==> src/rtl/uart_regif_pkg.sv <==
package uart_regif_pkg;

    // word index decoded from address bits [3:2]
    typedef enum logic [1:0] {
        REG_RXD  = 2'd0,
        REG_TXD  = 2'd1,
        REG_STAT = 2'd2,
        REG_CTRL = 2'd3
    } reg_idx_e;

    // status bit positions
    localparam int ST_RX_AVAIL = 0;
    localparam int ST_RX_FULL  = 1;
    localparam int ST_TX_EMPTY = 2;
    localparam int ST_TX_FULL  = 3;
    localparam int ST_PENDING  = 4;

    // control bit positions
    localparam int CT_TX_CLR   = 0;
    localparam int CT_RX_FLUSH = 1;
    localparam int CT_IRQ_EN   = 4;

    // one decoded access per cycle
    typedef struct packed {
        logic rd_rxd;
        logic rd_txd;
        logic wr_txd;
        logic rd_stat;
        logic rd_ctrl;
        logic wr_ctrl;
    } access_t;

endpackage

==> src/rtl/uart_reg_decode.sv <==
module uart_reg_decode
    import uart_regif_pkg::*;
#(
    parameter int ADDR_W = 8
) (
    input  logic              en_i,
    input  logic              we_i,
    input  logic [ADDR_W-1:0] addr_i,
    output access_t           acc_o
);

    logic     in_map;
    reg_idx_e idx;

    assign idx = reg_idx_e'(addr_i[3:2]);

    // anything above the 16-byte window falls outside the map
    generate
        if (ADDR_W > 4) begin : g_upper
            assign in_map = (addr_i[ADDR_W-1:4] == '0);
        end else begin : g_exact
            assign in_map = 1'b1;
        end
    endgenerate

    always_comb begin
        acc_o = '0;
        if (en_i && in_map) begin
            unique case (idx)
                REG_RXD:  acc_o.rd_rxd  = !we_i;
                REG_TXD:  begin
                    acc_o.wr_txd = we_i;
                    acc_o.rd_txd = !we_i;
                end
                REG_STAT: acc_o.rd_stat = !we_i;
                REG_CTRL: begin
                    acc_o.wr_ctrl = we_i;
                    acc_o.rd_ctrl = !we_i;
                end
                default:  acc_o = '0;
            endcase
        end
    end

endmodule

==> src/rtl/uart_rx_fifo.sv <==
module uart_rx_fifo #(
    parameter  int DEPTH = 8,              // power of two
    parameter  int DW    = 8,
    localparam int PTR_W = $clog2(DEPTH),
    localparam int CNT_W = $clog2(DEPTH + 1)
) (
    input  logic             clk,
    input  logic             rst_n,
    input  logic             push_i,
    input  logic [DW-1:0]    data_i,
    input  logic             pop_i,
    input  logic             flush_i,
    output logic [DW-1:0]    head_o,
    output logic [CNT_W-1:0] cnt_o,
    output logic [CNT_W-1:0] cnt_next_o,
    output logic             full_o
);

    typedef struct packed {
        logic [PTR_W-1:0] wptr;
        logic [CNT_W-1:0] cnt;
    } fifo_state_t;

    fifo_state_t      st_d, st_q;
    logic             do_push, do_pop;
    logic [PTR_W-1:0] rptr;
    logic [DW-1:0]    slot_q [DEPTH];

    assign full_o  = (st_q.cnt == CNT_W'(DEPTH));
    assign do_push = push_i && !full_o && !flush_i;
    assign do_pop  = pop_i && (st_q.cnt != '0) && !flush_i;
    // read slot trails the write slot by the occupancy, wrapping
    assign rptr    = st_q.wptr - st_q.cnt[PTR_W-1:0];

    always_comb begin
        st_d = st_q;
        if (flush_i) begin
            st_d = '0;
        end else begin
            if (do_push) begin
                st_d.wptr = st_q.wptr + 1'b1;
            end
            unique case ({do_push, do_pop})
                2'b10:   st_d.cnt = st_q.cnt + 1'b1;
                2'b01:   st_d.cnt = st_q.cnt - 1'b1;
                default: st_d.cnt = st_q.cnt;
            endcase
        end
    end

    always_ff @(posedge clk) begin
        if (!rst_n) begin
            st_q <= '0;
        end else begin
            st_q <= st_d;
        end
    end

    generate
        for (genvar i = 0; i < DEPTH; i++) begin : g_slot
            always_ff @(posedge clk) begin
                if (!rst_n) begin
                    slot_q[i] <= '0;
                end else if (do_push && (st_q.wptr == PTR_W'(i))) begin
                    slot_q[i] <= data_i;
                end
            end
        end
    endgenerate

    assign head_o     = slot_q[rptr];
    assign cnt_o      = st_q.cnt;
    assign cnt_next_o = st_d.cnt;

endmodule

==> src/rtl/uart_regif.sv <==
module uart_regif
    import uart_regif_pkg::*;
#(
    parameter int ADDR_W = 8,
    parameter int DATA_W = 32,
    parameter int DEPTH  = 8
) (
    input  logic              clk,
    input  logic              rst_n,
    input  logic              bus_en,
    input  logic              bus_we,
    input  logic [ADDR_W-1:0] bus_addr,
    input  logic [DATA_W-1:0] bus_wdata,
    output logic [DATA_W-1:0] bus_rdata,
    input  logic              rx_valid,
    input  logic [7:0]        rx_data,
    output logic              rx_ready,
    output logic              tx_valid,
    output logic [7:0]        tx_data,
    output logic              irq
);

    localparam int BYTE_W = 8;
    localparam int CNT_W  = $clog2(DEPTH + 1);

    typedef struct packed {
        logic [DATA_W-1:0] ctrl;
        logic [DATA_W-1:0] txw;
        logic              txv;
        logic              pend;
    } regs_t;

    regs_t              st_d, st_q;
    access_t            acc;
    logic               flush_now;
    logic               rx_push;
    logic [BYTE_W-1:0]  rx_head;
    logic [CNT_W-1:0]   rx_cnt_q;
    logic [CNT_W-1:0]   rx_cnt_next;
    logic               rx_full;
    logic [DATA_W-1:0]  stat_word;
    logic               pend_flag;
    logic [DATA_W-1:0]  ctrl_word;
    logic               unused_addr_lsb;

    assign unused_addr_lsb = ^bus_addr[1:0];

    uart_reg_decode #(
        .ADDR_W (ADDR_W)
    ) u_dec (
        .en_i   (bus_en),
        .we_i   (bus_we),
        .addr_i (bus_addr),
        .acc_o  (acc)
    );

    assign flush_now = acc.wr_ctrl && bus_wdata[CT_RX_FLUSH];
    assign rx_ready  = !rx_full && !flush_now;
    assign rx_push   = rx_valid && rx_ready;

    uart_rx_fifo #(
        .DEPTH (DEPTH),
        .DW    (BYTE_W)
    ) u_rxq (
        .clk        (clk),
        .rst_n      (rst_n),
        .push_i     (rx_push),
        .data_i     (rx_data),
        .pop_i      (acc.rd_rxd),
        .flush_i    (flush_now),
        .head_o     (rx_head),
        .cnt_o      (rx_cnt_q),
        .cnt_next_o (rx_cnt_next),
        .full_o     (rx_full)
    );

    // next-state logic
    always_comb begin
        st_d     = st_q;
        st_d.txv = 1'b0;
        if (acc.wr_txd) begin
            st_d.txw = bus_wdata;
            st_d.txv = 1'b1;
        end
        if (acc.wr_ctrl) begin
            st_d.ctrl = bus_wdata;
        end
        if (acc.rd_stat) begin
            st_d.pend = 1'b0;
        end
        if (acc.wr_txd || (rx_cnt_next != '0)) begin
            st_d.pend = 1'b1;
        end
    end

    always_ff @(posedge clk) begin
        if (!rst_n) begin
            st_q <= '0;
        end else begin
            st_q <= st_d;
        end
    end

    assign pend_flag = st_q.pend;
    assign ctrl_word = st_q.ctrl;

    always_comb begin
        stat_word              = '0;
        stat_word[ST_RX_AVAIL] = (rx_cnt_q != '0);
        stat_word[ST_RX_FULL]  = rx_full;
        stat_word[ST_TX_EMPTY] = 1'b1;
        stat_word[ST_TX_FULL]  = 1'b0;
        stat_word[ST_PENDING]  = pend_flag;
    end

    always_comb begin
        bus_rdata = '0;
        if (acc.rd_rxd)  bus_rdata = DATA_W'(rx_head);
        if (acc.rd_txd)  bus_rdata = st_q.txw;
        if (acc.rd_stat) bus_rdata = stat_word;
        if (acc.rd_ctrl) bus_rdata = ctrl_word;
    end

    assign tx_valid = st_q.txv;
    assign tx_data  = st_q.txw[BYTE_W-1:0];
    assign irq      = pend_flag && ctrl_word[CT_IRQ_EN];

endmodule

==> config.mk <==
export PLATFORM = sky130hd
export DESIGN_NAME = uart_regif
export DESIGN_NICKNAME = d
export VERILOG_FILES = /design/src/rtl/uart_regif_pkg.sv /design/src/rtl/uart_reg_decode.sv /design/src/rtl/uart_rx_fifo.sv /design/src/rtl/uart_regif.sv
export SDC_FILE = /design/constraint.sdc
export NUM_CORES = 1
export LEC_CHECK = 0
export ABC_AREA = 0
export ABC_CLOCK_PERIOD_IN_PS = 4200
export BUFFER_PORTS_ARGS = -buffer_cell sky130_fd_sc_hd__buf_2
export CORE_ASPECT_RATIO = 1.75
export CORE_UTILIZATION = 40
export DETAILED_ROUTE_END_ITERATION = 16
export PLACE_DENSITY = 0.58
export REMOVE_ABC_BUFFERS = 1
export SETUP_SLACK_MARGIN = 0.1
export SYNTH_ARGS = -nofsm -noshare
export SYNTH_HDL_FRONTEND = slang
export SYNTH_HIERARCHICAL = 1
export SYNTH_SLANG_ARGS = --single-unit
==> constraint.sdc <==
create_clock -name clk -period 4.2 [get_ports clk]
set_input_delay 0.21 -clock clk [delete_from_list [all_inputs] [get_ports clk]]
set_output_delay 0.21 -clock clk [all_outputs]
set_load 0.05 [all_outputs]
After elaboration in Yosys (flattened, before gate mapping)

Memories as Yosys holds them, arrays and structs flattened.
Cells that the tools add are included.

Register bits: 73
Bits in latches: 0
Bits in writable memories: 64
Memory bits (read-only): 0
Output and inout port bits: 43
Logic and storage cells: 108
Memories: 1

Add/subtract/negate cells: 4
Multiply operators: 0
Divide/modulo/power cells: 0
Order comparisons: 0
Eq/ne operators: 13
Shift operators: 0
Mux-type cells: 47
Bitwise logic cells: 9
Reductions and logical operators: 28

Memories:

| memory       | words | width | read ports | clocked after Yosys merged registers in | wr ports | RTL line           | text |
|---|---|---|---|---|---|---|---|
| u_rxq.slot_q | 8     | 8     | 1          | 0                                       | 8        | uart_rx_fifo.sv:27 | `logic [DW-1:0] slot_q [DEPTH];` |

Operators by type and width:

| operator                                                               | count |
|---|---|
| 32-bit two-way mux                                                     | 3 |
| 8-bit two-way mux                                                      | 9 |
| 1-bit two-way mux                                                      | 30 |
| 1-bit logical AND                                                      | 17 |
| 3-bit equality test (second input constant)                            | 4 |
| 1-bit bitwise OR                                                       | 8 |
| 4-bit one-hot mux with 2 select lines                                  | 1 |
| 4-bit nonzero test                                                     | 2 |
| 2-bit equality test (second input constant)                            | 3 |
| 3-bit by 2-bit equality test with 1-bit output (second input constant) | 2 |
| 6-bit two-way mux                                                      | 1 |
| 4-bit by 1-bit adder with 4-bit output (second input constant)         | 1 |
| 2-bit by 1-bit equality test with 1-bit output (second input constant) | 2 |
| 4-bit equality test (second input constant)                            | 1 |
| 4-bit logical NOT                                                      | 1 |
| 2-bit two-way mux                                                      | 2 |
| 4-bit two-way mux                                                      | 1 |
| 4-bit by 1-bit subtractor with 4-bit output (second input constant)    | 1 |
| 3-bit by 1-bit adder with 3-bit output (second input constant)         | 1 |
| 3-bit by 1-bit equality test with 1-bit output (second input constant) | 1 |
| 1-bit logical NOT                                                      | 3 |
| 3-bit logical NOT                                                      | 1 |
| 3-bit subtractor                                                       | 1 |
| 2-bit logical NOT                                                      | 1 |
| 4 further kinds                                                        | 4 |

Depth between registers and ports, before layout

Depth after elaboration: 15
Depth in mapped cells: 19
Mapped depth without buffers: 16

By module

Netlist, hierarchy kept.

Modules (own cells, without submodules):

| module          | instances | cells an instance | area each (um^2) | sequential area each (um^2) |
|---|---|---|---|---|
| uart_rx_fifo    | 1         | 440               | 4,297.9          | 2,062.0 |
| uart_regif      | 1         | 282               | 2,982.9          | 1,321.3 |
| uart_reg_decode | 1         | 12                | 87.6             | 0.0 |

Least setup slack after synthesis

No wires, ideal clock.

Path type: input-to-reg
Start: in bus_en
End: reg st_q, in the netlist pend_flag
Library setup time: 0.070 ns
Data arrival time: 3.771 ns
Required time: 4.130 ns
Path slack: 0.359 ns
Stages on the path: 19
Path buffers: 3
Cells stage by stage: or4b_1 clkbuf_2 nor3_1 clkbuf_1 and2_1 nor2_1 and2_1 nor3b_2 inv_1 ha_1 clkbuf_1 xor2_1 ha_1 a21oi_1 xor2_1 or3_1 a21oi_1 a21oi_1 a21boi_1

RTL lines:

| item                 | RTL line          | text |
|---|---|---|
| start, declared      | uart_regif.sv:10  | `input logic bus_en,` |
| end signal, assigned | uart_regif.sv:100 | `st_q <= st_d;` |
| end, declared        | uart_regif.sv:33  | `regs_t st_d, st_q;` |

Worst setup path in the final report

Start: reg u_rxq.st_q, in the netlist u_rxq/cnt_o[0]
End: out bus_rdata[2]

Word-level cells in the longest chain between the ends: 6

Ends and longest elaborated chain:

| item                   | RTL line           | text |
|---|---|---|
| start, declared        | uart_rx_fifo.sv:24 | `fifo_state_t st_d, st_q;` |
| start signal, assigned | uart_rx_fifo.sv:55 | `st_q <= st_d;` |
| 3-bit subtractor       | uart_rx_fifo.sv:33 | `assign rptr = st_q.wptr - st_q.cnt[PTR_W-1:0];` |
| memory 8 x 8 bit       | -                  |  |
| net rx_head[2]         | uart_regif.sv:37   | `logic [BYTE_W-1:0] rx_head;` |
| 8-bit two-way mux      | uart_regif.sv:118  | `if (acc.rd_rxd) bus_rdata = DATA_W'(rx_head);` |
| 32-bit two-way mux     | uart_regif.sv:119  | `if (acc.rd_txd) bus_rdata = st_q.txw;` |
| 32-bit two-way mux     | uart_regif.sv:120  | `if (acc.rd_stat) bus_rdata = stat_word;` |
| 32-bit two-way mux     | uart_regif.sv:121  | `if (acc.rd_ctrl) bus_rdata = ctrl_word;` |
| end, declared          | uart_regif.sv:14   | `output logic [DATA_W-1:0] bus_rdata,` |

The timed path passes the listed nets, and every way through them passes these cells.

==> results_tabular.tex <==
\begin{tabular}{lr}
\hline
Metric & Value \\
\hline
\multicolumn{2}{l}{\textbf{Setup path}} \\
Start-to-end type of the worst setup path & reg -> out \\
CP required & 3990 ps \\
CP Capture Type & output port \\
Top fanout value on the critical path & 12 \\
Critical path launch point type & register \\
Arrival time worst endpoint & 3730 ps \\
\multicolumn{2}{l}{\textbf{STA}} \\
Top achievable clock speed & 254 MHz \\
Post-route clock skew & 11.5 ps \\
Final Hold Viols & 0 \\
Aggregate negative setup slack & 0 ps \\
Remaining max-slew budget at the tightest pin & 33.7\% \\
Actual slew at the worst max-slew pin & 988 ps \\
Max Transition Viols Final & 0 \\
Time the final worst path needs with I/O delays and setup & 3940 ps \\
RSZ-0062 raised after global routing & true \\
Final cycle utilization of the critical path & 93.8\% \\
Final count of negative-setup-slack endpoints & 0 \\
\multicolumn{2}{l}{\textbf{CTS}} \\
Total of hold buffers inserted after clock tree synthesis & 0 \\
Clock transition at the register clock pins on the worst setup and hold paths after CTS & 60 ps \\
Later-pin clock latency in the skew report & 430 ps \\
CTS H-Tree Depth & 4 \\
Total CTS buffers & 17 \\
CTS root buf & sky130\_fd\_sc\_hd\_\_clkbuf\_16 \\
Number of sinks driven by the clock tree & 137 \\
Clock tree from TritonCTS & yes \\
Maximum count of clock buffers along a single path & 2 \\
\multicolumn{2}{l}{\textbf{Detailed routing}} \\
Routed wire length on met2 & 10400 µm \\
Wire length per cell after detailed routing & 18.5 µm \\
Wire length on met1 & 7250 µm \\
Detailed-router iteration count before antenna repair & 5 \\
Wirelength, routed & 19300 µm \\
Vias & 5765 \\
Met3 wire length & 899 µm \\
DRC marker count from the first detailed-route iteration & 300 \\
Number of vias per cell after detailed routing & 5.52 \\
DRC & 0 \\
Top layer in use & met4 \\
Remaining number of nets flagged by the antenna check after routing & 0 \\
\multicolumn{2}{l}{\textbf{Finish}} \\
Filler cell count in the final layout & 1710 \\
Post-Layout Cell Count & 1045 \\
Storage cell area & 3380 µm² \\
Combined area of the multi-input logic cells & 3610 µm² \\
Final core utilization & 48.0\% \\
Share of final-layout standard cells stronger than drive strength 1 & 21.6\% \\
Final nets & 862 \\
Number of diodes & 0 \\
Growth of design area from synthesis to finish & 17.5\% \\
\multicolumn{2}{l}{\textbf{Power}} \\
Sw Ratio & 26.8\% \\
PD cells & 444 nW/µm² \\
Switching power total & 0.00103 W \\
Static Leak & 3.26 nW \\
Worst IR Drop VDD & 430 µV \\
Clock share of power & 44.3\% \\
Power share of the combinational group & 17.6\% \\
Sequential cell fraction of total power & 38.1\% \\
Internal power component & 0.00282 W \\
\multicolumn{2}{l}{\textbf{GRT}} \\
Number of global-route vias before repair & 5949 \\
GRT Util Overall & 20.7\% \\
Initial antenna violation count & 0 \\
Global-route wire length before repair & 30600 µm \\
Remaining global-route overflow & 0 \\
Largest net degree at the start of global routing & 71 \\
\multicolumn{2}{l}{\textbf{Synth}} \\
Count of different cell masters after synthesis & 57 \\
Number of instances in the synthesized netlist & 734 \\
Async S/R FF share, synth & 0\% \\
Fraction of post-synthesis cell area in the top cell type by area & 26.1\% \\
Most frequent cells after synthesis & sky130\_fd\_sc\_hd\_\_mux2i\_1 (89), sky130\_fd\_sc\_hd\_\_nor2\_1 (82), sky130\_fd\_sc\_hd\_\_dfxtp\_1 (73) \\
Cell with the most instances after synthesis & sky130\_fd\_sc\_hd\_\_mux2i\_1 \\
Commonest register cell after synthesis & sky130\_fd\_sc\_hd\_\_dfxtp\_1 \\
Number of enable flip-flop cells after synthesis & 64 \\
Cell area after synthesis & 7370 µm² \\
Cell taking the most area after synthesis & sky130\_fd\_sc\_hd\_\_edfxtp\_1 \\
Number of warnings issued by yosys & 6 \\
Register bit count reported by yosys & 137 \\
Synthesized area divided by synthesized cell count & 10.0 µm² \\
Portion of the post-synthesis area used by sequential elements & 45.9\% \\
Biggest area contributors in the synthesized netlist & sky130\_fd\_sc\_hd\_\_edfxtp\_1 (26\%), sky130\_fd\_sc\_hd\_\_dfxtp\_1 (20\%), sky130\_fd\_sc\_hd\_\_mux2i\_1 (12\%) \\
\multicolumn{2}{l}{\textbf{Place}} \\
Routability Congestion & 0.877 \\
Placed wire-length estimate after detailed placement & 13900 µm \\
\# port buffers & 93 \\
Placed instance count & 1011 \\
\multicolumn{2}{l}{\textbf{Job}} \\
Max Cap Viol & 0 \\
\multicolumn{2}{l}{\textbf{Floorplanning}} \\
Die width & 105 µm \\
Die Span Y & 182 µm \\
Number of rows in the core area & 65 \\
Starting utilization of the core area & 40.8\% \\
Number of I/O pins & 96 \\
Total Die Area & 19000 µm² \\
Area of the core & 18100 µm² \\
\multicolumn{2}{l}{\textbf{Hold path}} \\
Class of the most critical hold timing path & in -> reg \\
\multicolumn{2}{l}{\textbf{Outcome}} \\
Result of the run & completed \\
\hline
\end{tabular}
==> worst paths after layout <==
| kind | startpoint | to | slack (ps) | cells after the start |
|---|---|---|---|---|
| worst max-delay path | u_rxq/cnt_o[0] | bus_rdata[2] | 260 | 11 |
| worst min-delay path | bus_wdata[25] | st_q[27] | 60 | 3 |
| worst max register to register | u_rxq/cnt_o[2] | pend_flag | 600 | 14 |
| worst min register to register | ctrl_word[31] | ctrl_word[31] | 520 | 2 |
==> per-stage QoR <==
step	instance area, µm²	total power, W	hold WS (ps)	setup WS [ps]
floorplan	6990	0.00192	328	-2690
global placement	7930	0.00212	483	487
detailed placement	7930	0.00214	491	425
CTS	8610	0.00385	43.9	111
global route	8660	0.00399	70.8	59.4
finish	8660	0.00385	60.0	261
==> power by group through the flow <==
stage / clock (W) / sequential (W) / combinational [W]
global placement: 0 / 0.00149 / 0.000624
CTS: 0.00174 / 0.00147 / 0.000648
detailed placement: 0 / 0.00149 / 0.000641
finish: 0.00170 / 0.00147 / 0.000677
global route: 0.00179 / 0.00147 / 0.000730
floorplan: 0 / 0.00149 / 0.000429
==> cell type report <==
cell class / instances / area share [%]
Timing Repair Buffer: 114 / 7.30
Clock inverter: 14 / 2.83
Sequential cell: 137 / 39.1
Inverter: 18 / 0.780
Tap cell: 234 / 3.38
Clock buffer: 18 / 4.96
Multi-Input combinational cell: 510 / 41.7
==> worst max-delay path, stage by stage, from the launching register on <==
cell and delay [ps]:
sky130_fd_sc_hd__dfxtp_1 480, sky130_fd_sc_hd__ha_2 230, sky130_fd_sc_hd__inv_1 50, sky130_fd_sc_hd__fa_2 730, sky130_fd_sc_hd__buf_4 250, sky130_fd_sc_hd__nand2_1 230, sky130_fd_sc_hd__nor3_1 220, sky130_fd_sc_hd__o21ai_0 120
sky130_fd_sc_hd__nor4b_2 220, sky130_fd_sc_hd__a221o_1 300, sky130_fd_sc_hd__mux2_2 250, sky130_fd_sc_hd__buf_2 210
==> sequential cells by signal (all words and copies together), names as in the netlist <==
register	cells
u_rxq/slot_q	64
st_q	24
pend_flag	1
tx_valid	1
u_rxq/cnt_o	4
ctrl_word	32
u_rxq/st_q	3
tx_data	8
==> cells by family (layout without fill, tap and decap cells) <==
group	Yosys count	after routing	share of synthesized area [%]
flip-flops	137	137	45.9
multiplexers	93	93	12.7
AND/OR/NAND/NOR	296	296	21.7
buffers and inverters	88	164	6.06
XOR/XNOR	7	8	1.19
adder cells (fa/ha/maj)	11	11	1.97
AO/OA/AOI/OAI	102	102	10.5
==> placed cells by master, fill, tap and decap left out, types with 4 or more instances in the layout <==
| cell | instances |
|---|---|
| sky130_fd_sc_hd__nor4b_2 | 7 |
| sky130_fd_sc_hd__nand2_1 | 39 |
| sky130_fd_sc_hd__o31ai_1 | 6 |
| sky130_fd_sc_hd__nand4_1 | 6 |
| sky130_fd_sc_hd__and2_1 | 21 |
| sky130_fd_sc_hd__nor3b_1 | 8 |
| sky130_fd_sc_hd__nand3_1 | 10 |
| sky130_fd_sc_hd__a22o_1 | 24 |
| sky130_fd_sc_hd__nor2b_1 | 71 |
| sky130_fd_sc_hd__nand2b_1 | 4 |
| sky130_fd_sc_hd__o21ai_0 | 10 |
| sky130_fd_sc_hd__xor2_1 | 4 |
| sky130_fd_sc_hd__o32ai_1 | 7 |
| sky130_fd_sc_hd__nor4_1 | 10 |
| sky130_fd_sc_hd__a211oi_1 | 15 |
| sky130_fd_sc_hd__bufinv_16 | 6 |
| sky130_fd_sc_hd__nor3_1 | 17 |
| sky130_fd_sc_hd__buf_4 | 20 |
| sky130_fd_sc_hd__o211ai_1 | 6 |
| sky130_fd_sc_hd__inv_1 | 18 |
| sky130_fd_sc_hd__a222oi_1 | 4 |
| sky130_fd_sc_hd__mux2i_1 | 89 |
| sky130_fd_sc_hd__buf_2 | 91 |
| sky130_fd_sc_hd__nor2_1 | 82 |
| sky130_fd_sc_hd__mux2_2 | 4 |
| sky130_fd_sc_hd__clkbuf_16 | 17 |
| sky130_fd_sc_hd__or2_2 | 7 |
| sky130_fd_sc_hd__edfxtp_1 | 64 |
| sky130_fd_sc_hd__a21oi_1 | 13 |
| sky130_fd_sc_hd__ha_1 | 9 |
| sky130_fd_sc_hd__dfxtp_1 | 73 |
| sky130_fd_sc_hd__clkinv_4 | 4 |
==> routing by layer <==
metal  vias to the layer above  GRT usage (%)
li1                       2746              -
met1                      2780           20.8
met2                       188           38.6
met3                        51           4.67
met4                         0           11.7
met5                         -              0
==> timing repair <==
| item | 4_1_cts | 5_1_grt |
|---|---|---|
| resized for setup | 1 | 7 |
| buffers inserted | 0 | 1 |
| pin swaps | 0 | 3 |
| endpoints found under the setup margin | 1 | 8 |
| gates cloned | 0 | 1 |
(Power assumes the default switching activity.)
